`src/rtl/dml_pkg.sv`:
```
package dml_pkg;
    localparam int unsigned WORD_W      = 14;
    localparam int unsigned FRAME_SLOTS = 16;

    typedef enum logic {
        ORDER_LSB_FIRST = 1'b0,
        ORDER_MSB_FIRST = 1'b1
    } bit_order_e;

    typedef enum logic {
        JUST_RIGHT = 1'b0,
        JUST_LEFT  = 1'b1
    } justify_e;
endpackage

```
`src/rtl/dml_serial_rx.sv`:
```
module dml_serial_rx
    import dml_pkg::*;
#(
    parameter int unsigned WORD_W      = dml_pkg::WORD_W,
    parameter int unsigned FRAME_SLOTS = dml_pkg::FRAME_SLOTS
) (
    input  logic              clk,
    input  logic              rst_n,
    input  logic              enable,
    input  logic              fsync_n,
    input  logic              sclk,
    input  logic              sdata,
    input  logic              order_pin,
    input  logic              just_pin,
    output logic              commit,
    output logic [WORD_W-1:0] commit_word
);
    localparam int unsigned CNT_W = $clog2(FRAME_SLOTS);
    localparam int unsigned PAD   = FRAME_SLOTS - WORD_W;
    localparam int unsigned LAST  = FRAME_SLOTS - 1;

    typedef struct packed {
        logic              active;
        logic [CNT_W-1:0]  slot;
        logic [WORD_W-1:0] acc;
        bit_order_e        order;
        justify_e          just;
        logic              fs_prev;
        logic              sck_prev;
    } rx_state_t;

    rx_state_t s_d, s_q;

    logic              frame_fall;
    logic              bit_edge;
    logic              in_window;
    logic [WORD_W-1:0] acc_next;

    always_comb begin
        s_d         = s_q;
        commit      = 1'b0;
        commit_word = s_q.acc;
        acc_next    = s_q.acc;
        in_window   = 1'b0;

        frame_fall = s_q.fs_prev & ~fsync_n;
        bit_edge   = s_q.active & s_q.sck_prev & ~sclk & ~fsync_n & ~s_q.fs_prev;

        s_d.fs_prev  = fsync_n;
        s_d.sck_prev = sclk;

        if (!enable) begin
            s_d.active = 1'b0;
        end else if (fsync_n) begin
            s_d.active = 1'b0;
        end else if (frame_fall) begin
            s_d.active = 1'b1;
            s_d.slot   = '0;
            s_d.acc    = '0;
            s_d.order  = bit_order_e'(order_pin);
            s_d.just   = justify_e'(just_pin);
        end else if (bit_edge) begin
            if (s_q.just == JUST_LEFT) begin
                in_window = (int'(s_q.slot) < int'(WORD_W));
            end else begin
                in_window = (int'(s_q.slot) >= int'(PAD));
            end
            if (in_window) begin
                if (s_q.order == ORDER_MSB_FIRST) begin
                    acc_next = {s_q.acc[WORD_W-2:0], sdata};
                end else begin
                    acc_next = {sdata, s_q.acc[WORD_W-1:1]};
                end
            end
            s_d.acc = acc_next;
            if (int'(s_q.slot) == int'(LAST)) begin
                commit      = 1'b1;
                commit_word = acc_next;
                s_d.active  = 1'b0;
            end else begin
                s_d.slot = s_q.slot + 1'b1;
            end
        end
    end

    always_ff @(posedge clk) begin
        if (!rst_n) begin
            s_q.active   <= 1'b0;
            s_q.slot     <= '0;
            s_q.acc      <= '0;
            s_q.order    <= ORDER_MSB_FIRST;
            s_q.just     <= JUST_LEFT;
            s_q.fs_prev  <= 1'b0;
            s_q.sck_prev <= 1'b0;
        end else begin
            s_q <= s_d;
        end
    end
endmodule

```
`src/rtl/dml_latch_pair.sv`:
```
module dml_latch_pair #(
    parameter int unsigned WORD_W = dml_pkg::WORD_W
) (
    input  logic              clk,
    input  logic              rst_n,
    input  logic              par_we,
    input  logic [WORD_W-1:0] par_word,
    input  logic              ser_we,
    input  logic [WORD_W-1:0] ser_word,
    input  logic              ld_n,
    output logic [WORD_W-1:0] in_word,
    output logic [WORD_W-1:0] out_word
);
    typedef struct packed {
        logic [WORD_W-1:0] in_lat;
        logic [WORD_W-1:0] out_lat;
        logic              ld_prev;
    } lat_state_t;

    lat_state_t l_d, l_q;

    always_comb begin
        l_d         = l_q;
        l_d.ld_prev = ld_n;
        if (par_we) begin
            l_d.in_lat = par_word;
        end else if (ser_we) begin
            l_d.in_lat = ser_word;
        end
        if (l_q.ld_prev && !ld_n) begin
            l_d.out_lat = l_q.in_lat;
        end
    end

    always_ff @(posedge clk) begin
        if (!rst_n) begin
            l_q.in_lat  <= '0;
            l_q.out_lat <= '0;
            l_q.ld_prev <= 1'b0;
        end else begin
            l_q <= l_d;
        end
    end

    assign in_word  = l_q.in_lat;
    assign out_word = l_q.out_lat;
endmodule

```
`src/rtl/dml_dac_front.sv`:
```
module dml_dac_front #(
    parameter int unsigned WORD_W      = dml_pkg::WORD_W,
    parameter int unsigned FRAME_SLOTS = dml_pkg::FRAME_SLOTS
) (
    input  logic              clk,
    input  logic              rst_n,
    input  logic              ser_mode,
    input  logic              cs_n,
    input  logic              wr_n,
    input  logic [WORD_W-1:0] data_pins,
    input  logic              ld_n,
    output logic [WORD_W-1:0] code_out
);
    localparam int unsigned SDATA_BIT = WORD_W - 1;
    localparam int unsigned SCLK_BIT  = WORD_W - 2;
    localparam int unsigned ORDER_BIT = WORD_W - 3;
    localparam int unsigned JUST_BIT  = WORD_W - 4;

    logic              par_we;
    logic              ser_we;
    logic [WORD_W-1:0] ser_word;
    logic [WORD_W-1:0] in_word;

    assign par_we = ~ser_mode & ~cs_n & ~wr_n;

    dml_serial_rx #(
        .WORD_W      (WORD_W),
        .FRAME_SLOTS (FRAME_SLOTS)
    ) u_rx (
        .clk         (clk),
        .rst_n       (rst_n),
        .enable      (ser_mode),
        .fsync_n     (wr_n),
        .sclk        (data_pins[SCLK_BIT]),
        .sdata       (data_pins[SDATA_BIT]),
        .order_pin   (data_pins[ORDER_BIT]),
        .just_pin    (data_pins[JUST_BIT]),
        .commit      (ser_we),
        .commit_word (ser_word)
    );

    dml_latch_pair #(
        .WORD_W (WORD_W)
    ) u_lat (
        .clk      (clk),
        .rst_n    (rst_n),
        .par_we   (par_we),
        .par_word (data_pins),
        .ser_we   (ser_we),
        .ser_word (ser_word),
        .ld_n     (ld_n),
        .in_word  (in_word),
        .out_word (code_out)
    );
endmodule

```
`config.mk`:
```
export PLATFORM = sky130hd
export DESIGN_NAME = dml_dac_front
export DESIGN_NICKNAME = d
export VERILOG_FILES = /design/src/rtl/dml_pkg.sv /design/src/rtl/dml_serial_rx.sv /design/src/rtl/dml_latch_pair.sv /design/src/rtl/dml_dac_front.sv
export SDC_FILE = /design/constraint.sdc
export NUM_CORES = 1
export LEC_CHECK = 0
export ABC_AREA = 1
export BUFFER_PORTS_ARGS = -buffer_cell sky130_fd_sc_hd__buf_2
export CORE_ASPECT_RATIO = 1.25
export CORE_UTILIZATION = 60
export CTS_CLUSTER_SIZE = 30
export DETAILED_ROUTE_END_ITERATION = 8
export GPL_ROUTABILITY_DRIVEN = 0
export PLACE_DENSITY_LB_ADDON = 0.2
export SYNTH_ARGS = -nofsm -noshare
export SYNTH_HDL_FRONTEND = slang
export SYNTH_SLANG_ARGS = --single-unit
```
`constraint.sdc`:
```
create_clock -name clk -period 3.8 [get_ports clk]
set_input_delay 0.38 -clock clk [delete_from_list [all_inputs] [get_ports clk]]
set_output_delay 0.38 -clock clk [all_outputs]
set_load 0.005 [all_outputs]
```
==> impl_results.md <==
* Total track usage at 24.5%
* Max_cap viols at 0
* Library cells used by synthesis at 27
* Worst EP arrival at 1.99 ns
* PD cells at 347 mW/mm2
* Clock Pin Slew Worst Setup and Hold Paths at 0.10 ns
* Die area at 0.00485 mm2
* Slew HR at roughly 38%
* Horiz. Die Dim at 62.5 um
* Post-Syn Area at 0.00275 mm2
* Status: finished, final reports clean
* Fin crit period at 1.78 ns
* Seq cells post-synth at 52
* Row count at 27
* Synthesized Nets at 433
* Final wirelength at 5.60 mm
* CTS Buf Count at 5
* Worst Tran Pin Value at 0.935 ns
* Dominant cell type by area after synthesis: dfxtp_1
* Syn. warnings at 0
* VDD IR-drop max at 0.275 mV
* Initial antenna violation count at 0
* Layout cells sized above 1 at 13.8%
* CTS tree: done
* CP Capture Type: register
* First-pass GRT wire length at between 9 and 10 mm
* Crit Path Category: register to register
* Final #Nets at 440
* Clk Latency, worst-skew pair at 0.30 ns
* Io pins at 34
* Area share of the largest cell type after synthesis at between 30% and 40%
* Post-cts resize count at 0
* Die Ht at ~78 um
* Port bufs at 33
* Initial DRC Count at 125
* Vias per cell at 5.14
* Final Hold Slack at 0.276 ns
* Starting Density at 62.5%
* Setup TNS Final at 0 ns
* DRC viols at 0
* Vias in the first global route at 2,272
* Clock sink count at 52
* Vias at between 2,000 and 2,500
* Sequential area share after synthesis at 37.9%
* Crit path required time at 4.00 ns
* Tcrit/Tclk final at 47.0%
* CTS max path bufs at 2
* CP Launch Type: register
* F_max at 560 MHz
* Slew Limit Fails at 0
* Leak at 1.40 nW
* Largest net degree at the start of global routing at 30
* Synth Area per Inst at 6.68 um2
* Core box area at around 0.0044 mm2
* Diode count at 0
* Drt wl/cell at 11.7 um
* Post-CTS setup buffer count at 0
* Maximum fanout along the worst path at 26
* Area Overhead vs Synth at 3.69%
* Grt ovf at 0
* Routed Antenna Nets at 0
* Hold Path Class: input pin to register
* Final Skew at 0.00388 ns
* Synth Instances at 411
* Area contributors post-synth: dfxtp_1 (38%), nand2_1 (14%), nor2_1 (9.4%)
* Htree depth at 2
* Final Hold Viols at 0
* RSZ-0062 raised after global routing: false
* Hpwl dp at 3.82 mm
* Root Buffer: clkbuf_8
* CTS Hold Bufs at 0
* Drt first pass iters at 4
* Setup-failing EPs final at 0
-- cells by family (layout without fill, tap and decap cells) --
| group | after synthesis | after routing | share of synthesized area (%) |
|---|---|---|---|
| AO/OA/AOI/OAI | 51 | 51 | 9.53 |
| adder cells (fa/ha/maj) | 2 | 2 | 0.911 |
| buffers and inverters | 71 | 79 | 13.5 |
| AND/OR/NAND/NOR | 233 | 233 | 37.4 |
| flip-flops | 52 | 52 | 37.9 |
| multiplexers | 1 | 1 | 0.365 |
| XOR/XNOR | 1 | 1 | 0.319 |
-- synth_stat cells (all sizes together) --
| master | n |
|---|---|
| nand2 | 108 |
| dfxtp | 52 |
| mux2i | 1 |
| ha | 2 |
| xor2 | 1 |
| a311oi | 1 |
| o211ai | 1 |
| nand3 | 48 |
| a21oi | 17 |
| buf | 25 |
| clkbuf | 9 |
| nand4 | 4 |
| inv | 37 |
| nor2 | 73 |
| o21ai | 32 |
-- cell type report --
cell class | instances | area, um2
Inverter | 37 | 139
Tap cell | 58 | 72.6
Clock buffer | 6 | 72.6
Sequential cell | 52 | 1040
Timing Repair Buffer | 34 | 173
Clock inverter | 2 | 16.3
Fill cell | 421 | 1550
Multi-Input combinational cell | 288 | 1330
-- critical path, stage by stage, from the launching register on --
cell and delay [ns]:
dfxtp_1 0.48, ha_1 0.25, nand3_2 0.11, inv_2 0.12, nand3_4 0.26, inv_1 0.20
nand3_1 0.11, o21ai_0 0.09, nor2_1 0.06
-- layer usage --
layer  GRT usage, %  share of wire [%]
met1           31.1                 46
met2           42.7                 51
met3           3.97                2.7
met4           6.74               0.64
met5              0                  0
-- flip-flops by register name, summed over array words and instances (netlist names) --
signal          cells
u_rx.s_q           23
u_lat.in_word      14
u_lat.out_word     14
u_lat.l_q           1
-- report_power, final --
| part | internal [mW] | switching [mW] | total [mW] |
|---|---|---|---|
| clock | 0.132 | 0.190 | 0.321 |
| sequential | 0.561 | 0.0111 | 0.572 |
| combinational | 0.0356 | 0.0599 | 0.0955 |
| total | 0.728 | 0.261 | 0.989 |
-- through the flow --
stage | worst slack [ns] | std cells | power (mW) | area, um2 | utilization [%]
global route | 1.80 | 477 | 1.03 | 2850 | 64.8
global placement | 1.98 | 469 | 0.677 | 2760 | 62.8
detailed placement | 1.96 | 469 | 0.679 | 2760 | 62.8
floorplan | 2.33 | 411 | 0.658 | 2750 | -
CTS | 2.00 | 477 | 0.994 | 2850 | 64.8
finish | 2.02 | 477 | 0.989 | 2850 | 64.8
-- worst paths after layout --
kind / startpoint / end / slack (ns) / cells past startpoint
worst max-delay path: u_rx.s_q[19]$_SDFFE_PN0P_ / u_lat.in_word[10]$_SDFFE_PN0P_ / 2.02 / 8
worst min-delay path: wr_n / u_rx.s_q[1]$_SDFF_PN0_ / 0.28 / 3
worst min register to register: u_rx.s_q[15]$_SDFFE_PN0P_ / u_rx.s_q[15]$_SDFFE_PN0P_ / 0.47 / 2
worst max register to register: u_rx.s_q[19]$_SDFFE_PN0P_ / u_lat.in_word[10]$_SDFFE_PN0P_ / 2.02 / 8
-- layout by cell type (no fill, tap or decap) --
cell / n
ha_1: 2
nor2_1: 69
buf_4: 1
o211ai_1: 1
nand3_1: 45
clkbuf_8: 5
inv_1: 33
o21ai_0: 30
nand3_2: 1
clkinvlp_4: 1
buf_2: 33
nand4_1: 3
xor2_1: 1
nor2_4: 1
nand3_4: 2
o21ai_1: 2
inv_2: 4
nand2_2: 3
a311oi_1: 1
mux2i_1: 1
nand4_4: 1
clkinv_4: 1
clkbuf_1: 1
nand2_1: 103
nand2_4: 2
a21oi_1: 17
nor2_2: 3
dfxtp_1: 52
(Power assumes the default switching activity.)
